===== src/rtl/cal_clock_pkg.sv =====
package cal_clock_pkg;

  // strobes sent from the control to the datapath
  typedef struct packed {
    logic tick;
    logic load;
  } calStrobe_t;

  // packed field positions (decoded by software, kept fixed)
  localparam int DAY_LO   = 0;
  localparam int DAY_W    = 5;
  localparam int MONTH_LO = 8;
  localparam int MONTH_W  = 4;
  localparam int YEAR_LO  = 12;
  localparam int SEC_LO   = 0;
  localparam int SEC_W    = 6;
  localparam int MIN_LO   = 8;
  localparam int MIN_W    = 6;
  localparam int HOUR_LO  = 16;
  localparam int HOUR_W   = 5;
  localparam int DOTW_LO  = 24;
  localparam int DOTW_W   = 3;
  localparam int TIME_W   = DOTW_LO + DOTW_W;

  function automatic logic isLeapYear(input logic [11:0] yr, input logic forceOff);
    logic by4;
    logic by100;
    logic by400;
    by4   = (yr[1:0] == 2'b00);
    by100 = ((yr % 12'd100) == 12'd0);
    by400 = ((yr % 12'd400) == 12'd0);
    return !forceOff && by4 && (!by100 || by400);
  endfunction

  function automatic logic [4:0] daysInMonth(input logic [3:0] mon, input logic leap);
    case (mon)
      4'd2:                      return leap ? 5'd29 : 5'd28;
      4'd4, 4'd6, 4'd9, 4'd11:   return 5'd30;
      default:                   return 5'd31;
    endcase
  endfunction

endpackage


===== src/rtl/cal_clock_ctrl.sv =====
module cal_clock_ctrl
  import cal_clock_pkg::*;
#(
  parameter int DIV_W = 16
) (
  input  logic             clk,
  input  logic             rstN,
  input  logic [DIV_W-1:0] divM1,
  input  logic             enable,
  input  logic             loadStb,
  output logic             active,
  output calStrobe_t       stb
);

  logic [DIV_W-1:0] preCnt;
  logic             activeQ;
  logic             wrapNow;
  logic             loadOk;

  assign wrapNow = activeQ && (preCnt >= divM1);
  assign loadOk  = loadStb && !activeQ;

  always_ff @(posedge clk) begin
    if (!rstN) begin
      activeQ <= 1'b0;
    end else begin
      activeQ <= enable;
    end
  end

  always_ff @(posedge clk) begin
    if (!rstN) begin
      preCnt <= '0;
    end else if (loadOk) begin
      preCnt <= '0;
    end else if (activeQ) begin
      if (wrapNow) preCnt <= '0;
      else         preCnt <= preCnt + 1'b1;
    end
  end

  always_comb begin
    stb.tick = wrapNow;
    stb.load = loadOk;
  end

  assign active = activeQ;

endmodule


===== src/rtl/cal_clock_datapath.sv =====
module cal_clock_datapath
  import cal_clock_pkg::*;
#(
  parameter int YEAR_W = 12,
  localparam int DATE_W = YEAR_LO + YEAR_W
) (
  input  logic              clk,
  input  logic              rstN,
  input  calStrobe_t        stb,
  input  logic              noLeap,
  input  logic [DATE_W-1:0] setDate,
  input  logic [TIME_W-1:0] setTime,
  output logic [DATE_W-1:0] curDate,
  output logic [TIME_W-1:0] curTime
);

  logic [SEC_W-1:0]   secQ,   secN;
  logic [MIN_W-1:0]   minQ,   minN;
  logic [HOUR_W-1:0]  hourQ,  hourN;
  logic [DOTW_W-1:0]  dotwQ,  dotwN;
  logic [DAY_W-1:0]   dayQ,   dayN;
  logic [MONTH_W-1:0] monQ,   monN;
  logic [YEAR_W-1:0]  yearQ,  yearN;
  logic               leapNow;
  logic [4:0]         monLen;
  logic [11:0]        yearLow;

  assign yearLow = 12'(yearQ);
  assign leapNow = isLeapYear(yearLow, noLeap);
  assign monLen  = daysInMonth(monQ, leapNow);

  always_comb begin
    secN  = secQ;
    minN  = minQ;
    hourN = hourQ;
    dotwN = dotwQ;
    dayN  = dayQ;
    monN  = monQ;
    yearN = yearQ;
    if (stb.load) begin
      secN  = setTime[SEC_LO  +: SEC_W];
      minN  = setTime[MIN_LO  +: MIN_W];
      hourN = setTime[HOUR_LO +: HOUR_W];
      dotwN = setTime[DOTW_LO +: DOTW_W];
      dayN  = setDate[DAY_LO   +: DAY_W];
      monN  = setDate[MONTH_LO +: MONTH_W];
      yearN = setDate[YEAR_LO  +: YEAR_W];
    end else if (stb.tick) begin
      if (secQ >= SEC_W'(59)) begin
        secN = '0;
        if (minQ >= MIN_W'(59)) begin
          minN = '0;
          if (hourQ >= HOUR_W'(23)) begin
            hourN = '0;
            dotwN = (dotwQ >= DOTW_W'(7)) ? DOTW_W'(1) : dotwQ + 1'b1;
            if (dayQ >= monLen) begin
              dayN = DAY_W'(1);
              if (monQ >= MONTH_W'(12)) begin
                monN  = MONTH_W'(1);
                yearN = yearQ + 1'b1;
              end else begin
                monN = monQ + 1'b1;
              end
            end else begin
              dayN = dayQ + 1'b1;
            end
          end else begin
            hourN = hourQ + 1'b1;
          end
        end else begin
          minN = minQ + 1'b1;
        end
      end else begin
        secN = secQ + 1'b1;
      end
    end
  end

  always_ff @(posedge clk) begin
    if (!rstN) begin
      secQ  <= '0;
      minQ  <= '0;
      hourQ <= '0;
      dotwQ <= '0;
      dayQ  <= '0;
      monQ  <= '0;
      yearQ <= '0;
    end else begin
      secQ  <= secN;
      minQ  <= minN;
      hourQ <= hourN;
      dotwQ <= dotwN;
      dayQ  <= dayN;
      monQ  <= monN;
      yearQ <= yearN;
    end
  end

  always_comb begin
    curDate = '0;
    curDate[DAY_LO   +: DAY_W]   = dayQ;
    curDate[MONTH_LO +: MONTH_W] = monQ;
    curDate[YEAR_LO  +: YEAR_W]  = yearQ;
    curTime = '0;
    curTime[SEC_LO  +: SEC_W]  = secQ;
    curTime[MIN_LO  +: MIN_W]  = minQ;
    curTime[HOUR_LO +: HOUR_W] = hourQ;
    curTime[DOTW_LO +: DOTW_W] = dotwQ;
  end

endmodule


===== src/rtl/cal_clock_top.sv =====
module cal_clock_top
  import cal_clock_pkg::*;
#(
  parameter int DIV_W  = 16,
  parameter int YEAR_W = 12,
  localparam int DATE_W = YEAR_LO + YEAR_W
) (
  input  logic              clk,
  input  logic              rstN,
  input  logic [DIV_W-1:0]  divM1,
  input  logic              enable,
  input  logic              loadStb,
  input  logic              noLeap,
  input  logic [DATE_W-1:0] setDate,
  input  logic [TIME_W-1:0] setTime,
  output logic              active,
  output logic [DATE_W-1:0] curDate,
  output logic [TIME_W-1:0] curTime
);

  calStrobe_t stb;

  cal_clock_ctrl #(.DIV_W(DIV_W)) u_ctrl (
    .clk     (clk),
    .rstN    (rstN),
    .divM1   (divM1),
    .enable  (enable),
    .loadStb (loadStb),
    .active  (active),
    .stb     (stb)
  );

  cal_clock_datapath #(.YEAR_W(YEAR_W)) u_dp (
    .clk     (clk),
    .rstN    (rstN),
    .stb     (stb),
    .noLeap  (noLeap),
    .setDate (setDate),
    .setTime (setTime),
    .curDate (curDate),
    .curTime (curTime)
  );

endmodule


===== config.mk =====
export PLATFORM = sky130hd
export DESIGN_NAME = cal_clock_top
export DESIGN_NICKNAME = d
export VERILOG_FILES = /design/src/rtl/cal_clock_pkg.sv /design/src/rtl/cal_clock_ctrl.sv /design/src/rtl/cal_clock_datapath.sv /design/src/rtl/cal_clock_top.sv
export SDC_FILE = /design/constraint.sdc
export NUM_CORES = 1
export LEC_CHECK = 0
export BUFFER_PORTS_ARGS = -buffer_cell sky130_fd_sc_hd__buf_2
export CORE_MARGIN = 1.5
export CORE_UTILIZATION = 30
export DETAILED_ROUTE_END_ITERATION = 10
export GPL_TIMING_DRIVEN = 0
export PLACE_DENSITY = 0.59
export SLEW_MARGIN = 20
export SYNTH_ARGS = -nofsm -noshare
export SYNTH_HDL_FRONTEND = slang
export SYNTH_SLANG_ARGS = --single-unit
export TNS_END_PERCENT = 10

===== constraint.sdc =====
create_clock -name clk -period 6.1 [get_ports clk]
set_input_delay 0.915 -clock clk [delete_from_list [all_inputs] [get_ports clk]]
set_output_delay 0.915 -clock clk [all_outputs]
set_load 0.01 [all_outputs]

==> results of run 1 <==
==> how the worst min path moves through the flow <==
| stage | to | cells past startpoint |
|---|---|---|
| floorplan | u_ctrl.preCnt[15]$_SDFFE_PP0P_ | 2 |
| global placement | u_dp.minQ[0]$_SDFFE_PN0P_ | 2 |
| detailed placement | u_dp.minQ[0]$_SDFFE_PN0P_ | 2 |
| CTS | u_dp.minQ[0]$_SDFFE_PN0P_ | 2 |
| global route | u_dp.minQ[0]$_SDFFE_PN0P_ | 2 |
| finish | u_dp.minQ[0]$_SDFFE_PN0P_ | 2 |
==> flip-flops by register name (all words and copies together), names as in the netlist <==
name	flops
u_dp.hourQ	5
u_dp.monQ	4
u_dp.minQ	6
u_ctrl.active	1
u_dp.secQ	6
u_dp.dayQ	5
u_ctrl.preCnt	16
u_dp.dotwQ	3
u_dp.yearLow	12
==> tightest hold or removal path: cells and delay by family, from the launching register on <==
family,cells,cell delay [ns]
simple gates,1,0.07
flops,1,0.34
compound gates,1,0.06
==> cell usage in the layout, fill, tap and decap left out, types with 16 or more instances in the layout <==
cell type,instances
clkbuf_1,16
inv_1,35
nand2_1,57
dfxtp_1,58
nor2_1,60
o21ai_0,26
buf_2,114
a21oi_1,35
ha_1,31
nand3_1,23
==> Yosys cell counts, drive strengths merged, types with 12 or more instances <==
cell,number,share of area [%]
nand3,23,2.4
a21oi,37,4.1
o21ai,28,2.9
xor2,12,2.2
nand2,59,4.7
dfxtp,58,24
a21o,12,1.9
nor2,60,4.6
inv,36,2.8
clkbuf,16,1.2
ha,31,8.0
nor3,12,1.2
buf,33,4.8
==> report_power, final <==
group / total, mW / switching [mW] / internal (mW)
Sequential: 0.408 / 0.0165 / 0.391
Clock: 0.554 / 0.186 / 0.368
Combinational: 0.164 / 0.0963 / 0.0676
Total: 1.13 / 0.299 / 0.827
==> cell families (layout without fill, tap and decap cells) <==
family	after synthesis	after routing	synth area share, %
AOI/OAI and AO/OA	203	203	31.9
xor gates and xnor gates	23	23	4.31
adders and majority gates	32	32	8.20
buffers and inverters	85	203	8.82
DFF	58	58	23.9
muxes	6	6	1.26
other	1	10	0.0773
and+or+nand+nor	213	213	21.5
==> layout make-up <==
| cell class | count | area share (%) |
|---|---|---|
| clock buffer | 10 | 3.98 |
| sequential | 58 | 19.3 |
| multi-input combinational | 487 | 55.0 |
| tap | 216 | 4.50 |
| inverter | 36 | 2.25 |
| clock inverter | 6 | 1.50 |
| timing repair buffer | 102 | 8.51 |
| buffer | 49 | 4.88 |
==> layer usage <==
layer | part of all wire (%) | wire (um) | GRT usage (%)
met4 | 1.6 | 245 | 5.88
met2 | 47 | 7220 | 30.4
met5 | 0 | 0 | 0
met1 | 46 | 7120 | 23.8
met3 | 5.8 | 899 | 3.32
==> stage by stage <==
stage          util, %  cells
6_report          37.9    964
5_1_grt           37.9    964
4_1_cts           37.9    964
3_5_place_dp      35.8    948
3_3_place_gp      35.8    948
2_1_floorplan        -    630
==> flow_summary.ini, run 1 <==
[grt]
antenna_found_initial = 0
grt_pass1_wl_um = 24200
grt_max_degree = 12
grt_overflow_total = 0
grtUsageTotal_pct = 18.3
first_global_vias = 4739

[drt]
wirelength_um = 15500
initialDrtViolationCount = 397
drt_pass1_iterations = 5
drtAntennaViolNets = 0
vias_per_cell = 5.32
wl_per_cell_um = 16.1
drc = 0
via_count = 5131

[critical_path]
crit_end = u_dp.yearLow[10]$_SDFFE_PN0P_
worst-path-stages = 20
rr_startpoint = u_dp.yearLow[9]$_SDFFE_PN0P_
crit_type = reg -> reg
crit_path_start_kind = flip-flop
arrival_ns = 5.63
crit_fanout = 10
slowest_delay_ns = 0.67
cp_slowest_cell = or4_1
rrSetupSlack_ns = 0.65
worstPathCellList = buf_2 > o21a_1 > o21ai_0 > o211ai_1 > o211ai_2 > a21oi_2 > a31o_2 > xnor2_1 > nand2_1 > mux2_2 > a21o_1 > a31oi_1 > ha_1 > nand2b_1 > a21o_1 > a41oi_1 > or4_1 > buf_2 > o311ai_0 > o31ai_1
reg2reg_depth = 20
cp_data_required_time_ns = 6.29
critPathLaunch = u_dp.yearLow[9]$_SDFFE_PN0P_
worst_r2r_endpoint = u_dp.yearLow[10]$_SDFFE_PN0P_
endpoint_kind = flip-flop
crit_family = compound AO/OA/AOI/OAI gates
critPathBufInv = 2

[hold_path]
hp-start = u_dp.minQ[0]$_SDFFE_PN0P_
hold_class = reg -> reg

[timing]
slew_viol_final = 0
hold_slack_ns = 0.508
setup_viol = 0
period_share_pct = 89.3
skew_ns = 0.00780
period_needed_ns = 5.45
max_slew.worst_pin.slew_ns = 0.768
setup_ws_ns = 0.655
finalHoldViolCount = 0
maxSlewHeadroom_pct = 48.5
fmax_mhz = 184
fin_tns_setup_ns = 0
rsz0062_at_grt = no

[die]
die_h_um = 130
dieWidth_um = 130
dieArea_um2 = 16900
io_pins = 124
start_util_pct = 30.7
coreArea_um2 = 15800
num_rows = 46

[logic_synthesis]
synth_area_per_cell_um2 = 7.82
synth_ff_type = dfxtp_1
syn_inst = 621
synth_edf_count = 0
async_reset_ff_share_pct = 0
synth_warnings = 0
synth.distinct_cells = 85
ys_seq_elements = 58
seq_area_frac_synth_pct = 23.9
syn_area_um2 = 4850

[final_layout]
areaGrowthSynthToFinish_pct = 23.7
fin_area_um2 = 6000
drive_gt1_share_pct = 24.3
diodes = 0
regArea_um2 = 1160
fillers = 1698
fin_nets = 846
multiInputGateArea_um2 = 3300

[power]
ir_worst_vdd_uv = 124
p_leak_nw = 2.63
p_total_mw = 1.13
power_density_nw_per_um2 = 188

[placement]
dpl_cell_area_um2 = 5670
place_ws_ns = 0.798
dp_hpwl_um = 11800
globalplace.congestion = 0.891
io_buffers = 102

[cts]
post_cts_buffers = 0
clk_latency_ns = 0.33
clock_sinks = 58
root_buffer = clkbuf_16
htreeDepth = 3
cts_hold_buf = 0
cts_buffer_depth = 2
clk_pin_slew_ns = 0.05
cts_resized = 0
cts_buffers = 9
cts_tree = yes

[outcome]
status = finished clean

[run]
max_cap_viol_count = 0
Power figures use the tool's default switching activity.
==> run 2: changes to the inputs <==
ABC_AREA = 1   (was default)
CORE_UTILIZATION = 41   (was 30)
PLACE_DENSITY = 0.74   (was 0.59)
REMOVE_ABC_BUFFERS = 1   (was default)
==> flow_summary.ini, run 2 <==
[outcome]
status = finished clean

[cts]
post_cts_buffers = 0
clk_latency_ns = 0.34
root_buffer = clkbuf_8
cts_buffer_depth = 2
cts_tree = yes
cts_hold_buf = 0
cts_resized = 0
cts_buffers = 9
clk_pin_slew_ns = 0.06
clock_sinks = 58
htreeDepth = 3

[die]
dieArea_um2 = 11800
die_h_um = 109
coreArea_um2 = 10800
dieWidth_um = 109
start_util_pct = 42.2
io_pins = 124
num_rows = 38

[hold_path]
whs_path_depth = 2
hp-start = u_ctrl.preCnt[0]$_SDFFE_PP0P_
hold_class = reg -> reg

[critical_path]
worst-path-stages = 36
crit_path_start_kind = flip-flop
critPathLaunch = u_dp.yearLow[7]$_SDFFE_PN0P_
cp_slowest_cell = dfxtp_1
crit_fanout = 14
cp_data_required_time_ns = 6.30
crit_type = reg -> reg
slowest_delay_ns = 0.56
arrival_ns = 5.58
crit_family = simple AND/OR/NAND/NOR gates
rr_startpoint = u_dp.yearLow[7]$_SDFFE_PN0P_
endpoint_kind = flip-flop
reg2reg_depth = 36
cp_common_cell = nand2_1
critPathBufInv = 2

[logic_synthesis]
synth_edf_count = 0
async_reset_ff_share_pct = 0
synth_area_per_cell_um2 = 6.71
ys_seq_elements = 58
syn_inst = 682
synth_top_area_share_pct = 25.4
synth.most_common_cell = nand2_1
yosys-top-cells-count = nand2_1 (127), inv_1 (80), nor2_1 (63)
synth_ff_type = dfxtp_1
seq_area_frac_synth_pct = 25.4
synthTopCellsByArea = dfxtp_1 (25%), nand2_1 (10%), ha_1 (8.5%), inv_1 (6.6%), o21ai_0 (5.7%)
synth_warnings = 0
syn_area_um2 = 4580
synth.largest_area_cell = dfxtp_1
synth.distinct_cells = 49

[placement]
io_buffers = 103
dpl_cell_area_um2 = 5140
dp_hpwl_um = 8200
globalplace.congestion = 0.834
dpl.cell_count = 904

[power]
p_total_mw = 0.859
p_leak_nw = 2.68
ir_worst_vdd_uv = 108
power_density_nw_per_um2 = 161

[timing]
fin_tns_setup_ns = 0
period_needed_ns = 5.38
finalHoldViolCount = 0
fmax_mhz = 186
rsz0062_at_grt = no
period_share_pct = 88.1
setup_viol = 0
slew_viol_final = 0
maxSlewHeadroom_pct = 40.0
skew_ns = 0.0139
max_slew.worst_pin.slew_ns = 0.898

[final_layout]
final_common_cell = nand2_1
fin_area_um2 = 5330
fin_nets = 878
drive_gt1_share_pct = 21.2
regMostFlops = u_ctrl.preCnt
diodes = 0
largest_reg_flops = 16
final_cell_mix = nand2_1 (127), buf_2 (103), inv_1 (79), nor2_1 (63), dfxtp_1 (58)
fin_util_pct = 49.2
areaGrowthSynthToFinish_pct = 16.5
fin_cells = 920

[drt]
via_count = 4565
wl_per_cell_um = 11.9
initialDrtViolationCount = 212
drt_pass1_iterations = 4
vias_per_cell = 4.96
drc = 0
drtAntennaViolNets = 0
wirelength_um = 11000

[grt]
grt_overflow_total = 0
grt_max_degree = 40
grtUsageTotal_pct = 19.3
antenna_found_initial = 1
grt_pass1_wl_um = 18500
first_global_vias = 4089

[run]
max_cap_viol_count = 0
==> run 2: cell types whose count changed after synthesis, moves of 7 or more <==
cell      before  now
a211oi_1       3   11
a21o_1        12    0
and3_1         8    1
buf_2         12    3
inv_1         35   80
nand2_1       57  127
nand2_2        2   17
nand3_1       23   43
o211ai_1      10    1
o21ai_0       26   52
o311ai_0       8    0
o31ai_1       10    2
xor2_1        12   23
==> run 2: metal layers <==
metal / share of wire (%) / global-route usage [%]
met4: 0.98 / 5.26
met1: 49 / 26.3
met5: 0.064 / 0
met2: 45 / 30.9
met3: 4.9 / 3.89
==> run 2: final cells by class <==
class	count	area, um2
fillers	1157	5510
clock inverters	6	67.6
inverters	88	330
clock buffers	10	128
flip-flops and latches	58	1160
multi-input cells	515	2950
repair buffers	103	515
well taps	140	175
==> run 2: worst register-to-register path: cells and delay by family (launching register included) <==
| family | cells | cell delay [ns] |
|---|---|---|
| AND/OR/NAND/NOR | 27 | 3.08 |
| AO/OA/AOI/OAI | 6 | 0.86 |
| flip-flops | 1 | 0.56 |
| buffers and inverters | 2 | 0.46 |
| adder cells (fa/ha/maj) | 1 | 0.27 |
==> run 2: final timing paths <==
path,endpoint,slack (ns)
hold reg to reg,u_ctrl.preCnt[0]$_SDFFE_PP0P_,0.51
setup / recovery,u_dp.yearLow[7]$_SDFFE_PN0P_,0.72
hold / removal,u_ctrl.preCnt[0]$_SDFFE_PP0P_,0.51
setup reg to reg,u_dp.yearLow[7]$_SDFFE_PN0P_,0.72
==> run 2: logic make-up (layout without fill, tap and decap cells) <==
group           count (synthesis)  after routing  share of synthesized area (%)
compound gates                141            141                           18.0
xor+xnor                       30             30                           5.74
fa+ha+maj                      31             31                           8.47
buf+inv                       118            207                           10.8
flops                          58             58                           25.4
mux                             1              1                          0.219
other cells                     1             10                         0.0819
simple gates                  302            302                           31.2
==> run 2: where the power goes <==
group / internal [mW] / leakage [nW] / total [mW] / switching, mW
sequential: 0.387 / 0.470 / 0.399 / 0.0120
clock: 0.189 / 0.0925 / 0.351 / 0.162
combinational: 0.0439 / 2.12 / 0.108 / 0.0644
total: 0.620 / 2.68 / 0.859 / 0.238
==> run 2: stage by stage <==
stage	hold WS, ns	worst slack [ns]
2_1_floorplan	0.471	1.58
3_3_place_gp	0.489	0.820
3_5_place_dp	0.494	0.768
4_1_cts	0.504	0.749
5_1_grt	0.540	0.0232
6_report	0.507	0.725
==> run 3: changes to the inputs <==
PLACE_DENSITY = 0.73   (was 0.74)
SYNTH_HIERARCHICAL = 1   (was default)
==> flow_summary.ini, run 3 <==
[outcome]
status = finished clean

[final_layout]
fin_cells = 960
areaGrowthSynthToFinish_pct = 19.5
fin_util_pct = 50.5
fillers = 1193
drive_gt1_share_pct = 24.5
regMostFlops = u_ctrl/preCnt
final_cell_mix = nand2_1 (146), buf_2 (103), inv_1 (93), nor2_1 (66), dfxtp_1 (58)
multiInputGateArea_um2 = 3160
final_common_cell = nand2_1
fin_nets = 914
regArea_um2 = 1160
largest_reg_flops = 16

[hold_path]
hold_class = reg -> reg

[cts]
root_buffer = clkbuf_16
cts_buffers = 9
clk_pin_slew_ns = 0.05
cts_tree = yes
cts_resized = 0
post_cts_buffers = 0
clock_sinks = 58
cts_hold_buf = 0
cts_buffer_depth = 2
clk_latency_ns = 0.32
htreeDepth = 3

[critical_path]
crit_type = reg -> reg
cp_data_required_time_ns = 6.34
cp_slowest_cell = dfxtp_1
crit_path_start_kind = flip-flop
arrival_ns = 5.58
cp_common_cell = nand2_4
slowest_delay_ns = 0.50
crit_fanout = 16
endpoint_kind = flip-flop

[timing]
max_slew.worst_pin.slew_ns = 0.774
period_needed_ns = 5.34
fmax_mhz = 187
fin_tns_setup_ns = 0
period_share_pct = 87.5
skew_ns = 0.0104
rsz0062_at_grt = no
hold_slack_ns = 0.527
maxSlewHeadroom_pct = 48.3
slew_viol_final = 0
finalHoldViolCount = 0
setup_viol = 0

[die]
dieWidth_um = 112
start_util_pct = 42.3
io_pins = 124
coreArea_um2 = 11500
die_h_um = 112
num_rows = 39
dieArea_um2 = 12500

[grt]
first_global_vias = 4264
grt_pass1_wl_um = 19300
grtUsageTotal_pct = 18.3
antenna_found_initial = 1
grt_max_degree = 31
grt_overflow_total = 0

[logic_synthesis]
synth.largest_area_cell = dfxtp_1
synth_edf_count = 0
seq_area_frac_synth_pct = 23.9
ys_seq_elements = 58
yosys-top-cells-count = nand2_1 (146), inv_1 (93), nor2_1 (69)
synth.most_common_cell = nand2_1
synth_area_per_cell_um2 = 6.76
syn_area_um2 = 4850
synth.distinct_cells = 49
synth_warnings = 6
syn_inst = 717
async_reset_ff_share_pct = 0
synth_top_area_share_pct = 23.9
synthTopCellsByArea = dfxtp_1 (24%), nand2_1 (11%), ha_1 (8.0%), inv_1 (7.2%), nor2_1 (5.3%)
synth_ff_type = dfxtp_1

[run]
max_cap_viol_count = 0

[power]
p_total_mw = 1.09
power_density_nw_per_um2 = 188
ir_worst_vdd_uv = 139
p_leak_nw = 2.94

[drt]
wl_per_cell_um = 11.6
wirelength_um = 11200
drtAntennaViolNets = 0
drc = 0
vias_per_cell = 4.98
drt_pass1_iterations = 5
via_count = 4780
initialDrtViolationCount = 282

[placement]
globalplace.congestion = 0.835
dpl.cell_count = 943
dp_hpwl_um = 8660
io_buffers = 103
-- run 3: cell types whose count changed after synthesis, moves of 6 or more --
cell and delta:
nor2_1 +6, xor2_1 -6, o21ai_0 -6, inv_1 +13, a21oi_1 -7, nand2_1 +19
-- run 3: through the flow --
stage          setup WS [ns]  cell area [um2]
6_report               0.761             5800
5_1_grt               0.0925             5800
2_1_floorplan          0.590             4700
4_1_cts               0.0619             5780
3_3_place_gp           -1.86             5400
3_5_place_dp          0.0941             5430
-- run 3: worst paths after layout --
path                                startpoint                            end  slack, ns  depth (start not counted)
setup / recovery  u_dp/yearLow[8]$_SDFFE_PN0P_  u_dp/yearLow[11]$_SDFFE_PN0P_       0.76                         42
hold / removal       u_dp/secQ[1]$_SDFFE_PN0P_      u_dp/secQ[1]$_SDFFE_PN0P_       0.53                          2
setup reg to reg  u_dp/yearLow[8]$_SDFFE_PN0P_  u_dp/yearLow[11]$_SDFFE_PN0P_       0.76                         42
hold reg to reg      u_dp/secQ[1]$_SDFFE_PN0P_      u_dp/secQ[1]$_SDFFE_PN0P_       0.53                          2
-- run 3: metal layers --
layer | up-vias | track usage [%] | wire, um
met1 | 2108 | 24.6 | 5430
met4 | 0 | 5.49 | 131
li1 | 2549 | - | -
met5 | - | 0 | 0
met2 | 112 | 29.3 | 4960
met3 | 11 | 4.30 | 657
-- run 3: final cells by class --
type	instances	share of cell area [%]
multi-input combinational	534	54.6
sequential	58	20.0
timing repair buffer	104	9.37
inverter	104	6.82
clock buffer	10	4.12
tap	143	3.09
clock inverter	6	1.96
antenna	1	0.0432
-- run 3: report_power, final --
part / internal, mW / switching (mW)
Clock: 0.410 / 0.177
Sequential: 0.387 / 0.00993
Combinational: 0.0432 / 0.0635
Total: 0.841 / 0.250
-- run 3: cell families after synthesis --
group,share of synthesized area [%]
compound gates,16.0
xor+xnor,3.61
fa+ha+maj,8.00
buf+inv,11.9
flops,23.9
mux,0.206
other cells,0.0773
simple gates,36.3
-- run 3: worst max-delay path: cells and delay by family, from the launching register on --
family                     cells  cell delay (ns)
buffers and inverters          4             0.54
and+or+nand+nor               31             3.31
DFF                            1             0.50
AOI/OAI and AO/OA              6             0.64
adders and majority gates      1             0.27
